===== src/rtl/plk_pkg.sv =====
package plk_pkg;

  // Meaning of the control pair while the PHY owns the interface
  typedef enum logic [1:0] {
    CTL_IDLE = 2'b00,
    CTL_STAT = 2'b01,
    CTL_RECV = 2'b10,
    CTL_XMIT = 2'b11
  } ctl_e;

  // What the registered output currently shows
  typedef enum logic [2:0] {
    M_IDLE,   // idle symbol on the pair
    M_STAT,   // a status symbol
    M_MARK,   // receive marker
    M_DATA,   // speed code or packet symbol, more to come
    M_TAIL    // final packet symbol
  } mode_e;

endpackage


===== src/rtl/plk_rx_fifo.sv =====
module plk_rx_fifo #(
  parameter int DW    = 3,
  parameter int DEPTH = 8   // power of two
) (
  input  logic          clk,
  input  logic          rst,
  input  logic          push,
  input  logic [DW-1:0] wdata,
  input  logic          pop,
  output logic [DW-1:0] rdata,
  output logic          empty,
  output logic          full
);
  localparam int AW = $clog2(DEPTH);
  localparam int CW = AW + 1;

  logic [DW-1:0] mem [DEPTH];
  logic [AW-1:0] wp, rp;
  logic [CW-1:0] cnt;
  logic          do_push, do_pop;

  assign empty   = (cnt == '0);
  assign full    = (cnt == CW'(DEPTH));
  assign do_push = push && !full;
  assign do_pop  = pop && !empty;
  assign rdata   = mem[rp];

  // Storage without reset so it maps onto distributed RAM
  always_ff @(posedge clk) begin
    if (do_push) mem[wp] <= wdata;
  end

  always_ff @(posedge clk) begin
    if (rst) begin
      wp  <= '0;
      rp  <= '0;
      cnt <= '0;
    end else begin
      if (do_push) wp <= wp + 1'b1;
      if (do_pop)  rp <= rp + 1'b1;
      case ({do_push, do_pop})
        2'b10:   cnt <= cnt + 1'b1;
        2'b01:   cnt <= cnt - 1'b1;
        default: cnt <= cnt;
      endcase
    end
  end

  // no received symbol may be dropped
  a_r6_no_overflow: assert property (@(posedge clk) disable iff (rst)
    push |-> !full);

  // the scheduler only reads symbols that exist
  a_r6_no_underflow: assert property (@(posedge clk) disable iff (rst)
    pop |-> !empty);

endmodule


===== src/rtl/plk_stat_hold.sv =====
module plk_stat_hold #(
  parameter int FLAG_W = 4,
  parameter int ADDR_W = 4,
  parameter int DATA_W = 8
) (
  input  logic                              clk,
  input  logic                              rst,
  input  logic                              req_short,
  input  logic                              req_full,
  input  logic [FLAG_W-1:0]                 flags,
  input  logic [ADDR_W-1:0]                 addr,
  input  logic [DATA_W-1:0]                 data,
  input  logic                              clr,
  output logic                              pend,
  output logic                              full,
  output logic [FLAG_W+ADDR_W+DATA_W-1:0]   word
);
  localparam int WORD_W = FLAG_W + ADDR_W + DATA_W;

  logic [WORD_W-1:0] nword;

  // Word bit i is status bit i; address and data go MSB first
  always_comb begin
    nword = '0;
    nword[FLAG_W-1:0] = flags;
    if (req_full) begin
      for (int i = 0; i < ADDR_W; i++)
        nword[FLAG_W+i] = addr[ADDR_W-1-i];
      for (int i = 0; i < DATA_W; i++)
        nword[FLAG_W+ADDR_W+i] = data[DATA_W-1-i];
    end
  end

  always_ff @(posedge clk) begin
    if (rst) begin
      pend <= 1'b0;
      full <= 1'b0;
      word <= '0;
    end else if (pend) begin
      if (clr) pend <= 1'b0;
    end else if (req_short || req_full) begin
      pend <= 1'b1;
      full <= req_full;
      word <= nword;
    end
  end

  // a latched request and its contents hold until the last symbol
  a_r8_hold_until_sent: assert property (@(posedge clk) disable iff (rst)
    (pend && !clr) |=> (pend && $stable(word) && $stable(full)));

endmodule


===== src/rtl/plk_out_sched.sv =====
module plk_out_sched
  import plk_pkg::*;
#(
  parameter int         WORD_W     = 16,
  parameter int         SHORT_W    = 4,
  parameter logic [1:0] SPEED_CODE = 2'b00
) (
  input  logic              clk,
  input  logic              rst,
  input  logic              rx_empty,
  input  logic [1:0]        rx_sym,
  input  logic              rx_last,
  output logic              rx_pop,
  input  logic              pend,
  input  logic              full,
  input  logic [WORD_W-1:0] word,
  output logic              stat_clr,
  output logic [1:0]        ctl_o,
  output logic [1:0]        dat_o
);
  localparam int FULL_SYM  = WORD_W / 2;
  localparam int SHORT_SYM = SHORT_W / 2;
  localparam int IW        = $clog2(FULL_SYM + 1);

  mode_e         mode, nmode;
  ctl_e          ctl_q, nctl;
  logic [1:0]    dat_q, ndat;
  logic [IW-1:0] idx, nidx, nsym;

  assign nsym = full ? IW'(FULL_SYM) : IW'(SHORT_SYM);

  always_comb begin
    nmode    = mode;
    nctl     = CTL_IDLE;
    ndat     = 2'b00;
    nidx     = idx;
    rx_pop   = 1'b0;
    stat_clr = 1'b0;
    case (mode)
      M_IDLE: begin
        if (!rx_empty) begin
          nctl  = CTL_RECV;
          ndat  = 2'b11;
          nmode = M_MARK;
        end else if (pend) begin
          nctl  = CTL_STAT;
          ndat  = word[1:0];
          nidx  = IW'(1);
          nmode = M_STAT;
        end
      end
      M_STAT: begin
        if (idx == nsym || !rx_empty) begin
          // finished, or pre-empted by packet data
          nidx = '0;
          if (!rx_empty) begin
            nctl  = CTL_RECV;
            ndat  = 2'b11;
            nmode = M_MARK;
          end else begin
            nmode = M_IDLE;
          end
        end else begin
          nctl = CTL_STAT;
          ndat = word[{idx, 1'b0} +: 2];
          nidx = idx + 1'b1;
          if (idx == nsym - 1'b1) stat_clr = 1'b1;
        end
      end
      M_MARK: begin
        nctl  = CTL_RECV;
        ndat  = SPEED_CODE;
        nmode = M_DATA;
      end
      M_DATA: begin
        if (rx_empty) begin
          nmode = M_IDLE;
        end else begin
          rx_pop = 1'b1;
          nctl   = CTL_RECV;
          ndat   = rx_sym;
          nmode  = rx_last ? M_TAIL : M_DATA;
        end
      end
      default: begin
        nmode = M_IDLE;   // M_TAIL: one idle cycle after a packet
      end
    endcase
  end

  always_ff @(posedge clk) begin
    if (rst) begin
      mode  <= M_IDLE;
      ctl_q <= CTL_IDLE;
      dat_q <= 2'b00;
      idx   <= '0;
    end else begin
      mode  <= nmode;
      ctl_q <= nctl;
      dat_q <= ndat;
      idx   <= nidx;
    end
  end

  assign ctl_o = ctl_q;
  assign dat_o = dat_q;

  // the transmit-grant code is never produced here
  a_r2_no_grant: assert property (@(posedge clk) disable iff (rst)
    ctl_q != CTL_XMIT);

  // a status run always follows an idle cycle
  a_r3_status_after_idle: assert property (@(posedge clk) disable iff (rst)
    (ctl_q == CTL_STAT && $past(ctl_q) != CTL_STAT) |-> $past(ctl_q) == CTL_IDLE);

  // every receive run opens with the marker symbol
  a_r6_marker_first: assert property (@(posedge clk) disable iff (rst)
    (ctl_q == CTL_RECV && $past(ctl_q) != CTL_RECV) |-> dat_q == 2'b11);

endmodule


===== src/rtl/phy_link_sender.sv =====
module phy_link_sender #(
  parameter int         FLAG_W     = 4,
  parameter int         ADDR_W     = 4,
  parameter int         DATA_W     = 8,
  parameter int         RX_DEPTH   = 8,
  parameter logic [1:0] SPEED_CODE = 2'b00
) (
  input  logic              clk,
  input  logic              rst,
  input  logic              stat_req,
  input  logic              reg_req,
  input  logic [FLAG_W-1:0] stat_flags,
  input  logic [ADDR_W-1:0] reg_addr,
  input  logic [DATA_W-1:0] reg_data,
  input  logic              rx_valid,
  input  logic [1:0]        rx_data,
  input  logic              rx_last,
  output logic [1:0]        ctl,
  output logic [1:0]        dat
);
  localparam int WORD_W = FLAG_W + ADDR_W + DATA_W;
  localparam int RX_W   = 3;

  logic              fifo_empty, fifo_full, fifo_pop;
  logic [RX_W-1:0]   fifo_rd;
  logic              pend, full, stat_clr;
  logic [WORD_W-1:0] word;

  plk_rx_fifo #(.DW(RX_W), .DEPTH(RX_DEPTH)) u_fifo (
    .clk   (clk),
    .rst   (rst),
    .push  (rx_valid),
    .wdata ({rx_last, rx_data}),
    .pop   (fifo_pop),
    .rdata (fifo_rd),
    .empty (fifo_empty),
    .full  (fifo_full)
  );

  plk_stat_hold #(.FLAG_W(FLAG_W), .ADDR_W(ADDR_W), .DATA_W(DATA_W)) u_hold (
    .clk       (clk),
    .rst       (rst),
    .req_short (stat_req),
    .req_full  (reg_req),
    .flags     (stat_flags),
    .addr      (reg_addr),
    .data      (reg_data),
    .clr       (stat_clr),
    .pend      (pend),
    .full      (full),
    .word      (word)
  );

  plk_out_sched #(.WORD_W(WORD_W), .SHORT_W(FLAG_W), .SPEED_CODE(SPEED_CODE)) u_sched (
    .clk      (clk),
    .rst      (rst),
    .rx_empty (fifo_empty),
    .rx_sym   (fifo_rd[1:0]),
    .rx_last  (fifo_rd[2]),
    .rx_pop   (fifo_pop),
    .pend     (pend),
    .full     (full),
    .word     (word),
    .stat_clr (stat_clr),
    .ctl_o    (ctl),
    .dat_o    (dat)
  );

  // the source must never push into a full buffer
  a_r6_buffer_room: assert property (@(posedge clk) disable iff (rst)
    rx_valid |-> !fifo_full);

endmodule


===== config.mk =====
export PLATFORM = sky130hd
export DESIGN_NAME = phy_link_sender
export DESIGN_NICKNAME = d
export VERILOG_FILES = /design/src/rtl/plk_pkg.sv /design/src/rtl/plk_rx_fifo.sv /design/src/rtl/plk_stat_hold.sv /design/src/rtl/plk_out_sched.sv /design/src/rtl/phy_link_sender.sv
export SDC_FILE = /design/constraint.sdc
export NUM_CORES = 1
export LEC_CHECK = 0
export ABC_AREA = 1
export BUFFER_PORTS_ARGS = -buffer_cell sky130_fd_sc_hd__buf_4
export CORE_MARGIN = 3
export CORE_UTILIZATION = 59
export CTS_CLUSTER_DIAMETER = 30
export DETAILED_ROUTE_END_ITERATION = 7
export PLACE_DENSITY = 0.78
export SLEW_MARGIN = 20
export SYNTH_ARGS = -nofsm -noshare
export SYNTH_HDL_FRONTEND = slang
export SYNTH_HIERARCHICAL = 1
export SYNTH_SLANG_ARGS = --single-unit

===== constraint.sdc =====
create_clock -name clk -period 3.2 [get_ports clk]
set_clock_uncertainty 0.15 [all_clocks]
set_input_delay 0.64 -clock clk [delete_from_list [all_inputs] [get_ports clk]]
set_output_delay 0.64 -clock clk [all_outputs]
set_load 0.05 [all_outputs]

==> flow_metrics.py <==
metrics = {
    "status": {
        "status": "finished clean",
    },
    "min_path": {
        "hold_start": "u_hold/word[2]",
        "min_to": "u_hold/word[2]",
        "hp-class": "register to register",
        "min_path_cells": 2,
    },
    "place": {
        "gp_congestion": 0.8383,
        "place_inst": 477,
        "portBuffers": 27,
        "dp.final_hpwl_um": 4578,
    },
    "power_and_ir_drop": {
        "ir_drop_mv": 0.4022,
        "power_frac_comb_pct": 28.4,
        "switching_share_pct": 35.24,
        "p_per_area_nw_per_um2": 665.9,
        "internal_power_uw": 1568,
        "total_power_uw": 2421,
        "power_switching_uw": 853.3,
        "pwr-share-seq_pct": 42.6,
        "p_leak_uw": 0.001547,
        "clockPowerShare_pct": 29.1,
    },
    "route": {
        "ant_nets": 0,
        "wl_per_cell_um": 13.21,
        "drc_errors": 0,
        "vias_per_cell": 5.286,
        "drt-initial-drc-count": 203,
        "drt-total-wl_um": 6514,
        "vias": 2606,
        "firstDrtPassIters": 4,
    },
    "logic_synthesis": {
        "synth_nets": 420,
        "syn_area_um2": 3227,
        "ys_warn_count": 6,
        "synth_cells": 390,
        "avgSynthCellArea_um2": 8.274,
    },
    "setup_path": {
        "reg2reg_depth": 16,
        "path_class": "register to register",
        "crit_chain": "nor2_2 -> nand3_2 -> inv_1 -> inv_1 -> nand2_1 -> inv_1 -> nand2_4 -> inv_1 -> ha_1 -> nor2_1 -> nor2_2 -> ha_1 -> a21oi_1 -> xnor2_1 -> o21ai_0 -> inv_1",
        "worst_setup_path_start_kind": "register",
        "crit_fanout": 7,
        "critPathMaxStageDelay_ns": 0.36,
        "r2r_setup_slack_ns": 0.52,
        "reg2reg_from": "u_fifo/cnt[1]",
        "arrival_ns": 2.78,
        "cp_slowest_cell": "dfxtp_1",
        "required_ns": 3.30,
        "crit_path_start": "u_fifo/cnt[1]",
        "path_buf_inv": 5,
        "r2r_end": "u_fifo/cnt[2]",
        "cp.depth": 16,
        "worst_path_dominant_cell_family": "simple AND/OR/NAND/NOR gates",
        "cpMostUsedCell": "inv_1",
        "end_kind": "register",
    },
    "clock_tree": {
        "cts_sinks": 66,
        "cts-buffers-inserted": 9,
        "post-cts-setup-buffers": 0,
        "clk-insertion-delay-late_ns": 0.34,
        "ctsHoldBuffers": 0,
        "tritoncts": "done",
        "cts.repair.resized": 0,
        "cts_buffer_depth": 2,
        "clkTransAtPathRegs_ns": 0.08,
        "cts_root_buf": "clkbuf_8",
        "cts_htree_levels": 3,
    },
    "floorplan": {
        "die_area_um2": 6393,
        "rows": 26,
        "die_h_um": 79.96,
        "start_util_pct": 62.00,
        "ios": 28,
        "die_w_um": 79.96,
        "core_um2": 5205,
    },
    "layout": {
        "drive_above_1_share_pct": 17.73,
        "area_growth_pct": 12.68,
        "layout.cells.non_filler": 493,
        "final_cell_mix": "nand2_1, inv_1, dfxtp_1, nor2_1, nand3_1",
        "n_fill_cell": 443,
        "nets": 448,
        "final_common_cell": "nand2_1",
        "multi_input_comb_area_um2": 1380,
        "diodes": 0,
        "final_util_pct": 69.86,
        "register_area_um2": 1562,
    },
    "global_route": {
        "first_global_vias": 2468,
        "grt_use_total_pct": 22.19,
        "overflow": 0,
        "antenna_found_initial": 0,
        "grt_first_pass_wirelength_um": 10920,
        "grt_max_degree": 33,
    },
    "sta": {
        "fmax_ghz": 0.3726,
        "slew_headroom_pct": 66.04,
        "min_period_ns": 2.684,
        "fin_crit_sh_pct": 83.88,
        "setup_viol": 0,
        "final.setup.tns_ns": 0,
        "hold_viol": 0,
        "slew_violations": 0,
        "worstMarginPinSlew_ns": 0.5087,
        "rsz0062_at_grt": "no",
    },
    "flow_run": {
        "timing.max_cap.violations": 0,
    },
}
[sequential cells by signal, summed over array words and instances, names as in the netlist, named ones only]
| signal | flops |
|---|---|
| u_hold/full | 1 |
| u_hold/word | 16 |
| u_hold/pend | 1 |
| u_sched/ctl_o | 2 |
| u_fifo/mem | 24 |
| u_fifo/rp | 3 |
| u_sched/mode | 3 |
| u_sched/dat_o | 2 |
| u_sched/idx | 4 |
| u_fifo/wp | 3 |
| u_fifo/cnt | 4 |
[stage by stage]
stage	worst slack [ns]	instance area (um^2)	hold slack, ns
after floorplan	0.8571	3227	0.2878
after global placement	0.6765	3433	0.3199
after detailed placement	0.5890	3433	0.3218
after CTS	0.5532	3636	0.3354
after global routing	0.2289	3636	0.3552
final	0.5158	3636	0.3372
[per-layer routing]
layer  global-route usage (%)  part of all wire (%)  up-vias
li1                         -                     -     1330
met1                    30.63                    46     1195
met2                    33.36                    46       69
met3                    3.612                   6.6       12
met4                    11.66                   2.0        0
met5                        0                     0        -
[final cells by class]
| cell class | count | share of cell area, % |
|---|---|---|
| Sequential cell | 66 | 42.95 |
| Clock inverter | 6 | 1.789 |
| Inverter | 51 | 5.540 |
| Timing Repair Buffer | 27 | 5.575 |
| Tap cell | 70 | 2.409 |
| Multi-Input combinational cell | 263 | 37.96 |
| Clock buffer | 10 | 3.785 |
[worst min-delay path, cell delays in order, from the launching register on]
cell and delay (ns):
dfxtp_1 0.33, nor2_1 0.05, nor2_1 0.08
[power groups by stage]
stage                     combinational [uW]  clock [uW]  sequential [uW]
after global placement                   669           0             1040
after floorplan                          493           0             1090
after CTS                                685         716             1030
after detailed placement                 681           0             1050
after global routing                     772         751             1040
final                                    687         703             1030
[how the worst max path moves through the flow]
| stage | endpoint | slack (ns) |
|---|---|---|
| 2_1_floorplan | u_fifo/cnt[2] | 0.86 |
| 3_3_place_gp | u_fifo/cnt[2] | 0.68 |
| 3_5_place_dp | u_fifo/cnt[2] | 0.59 |
| 4_1_cts | u_fifo/cnt[2] | 0.55 |
| 5_1_grt | u_fifo/cnt[2] | 0.23 |
| 6_report | u_fifo/cnt[2] | 0.52 |
(Power assumes the default switching activity.)
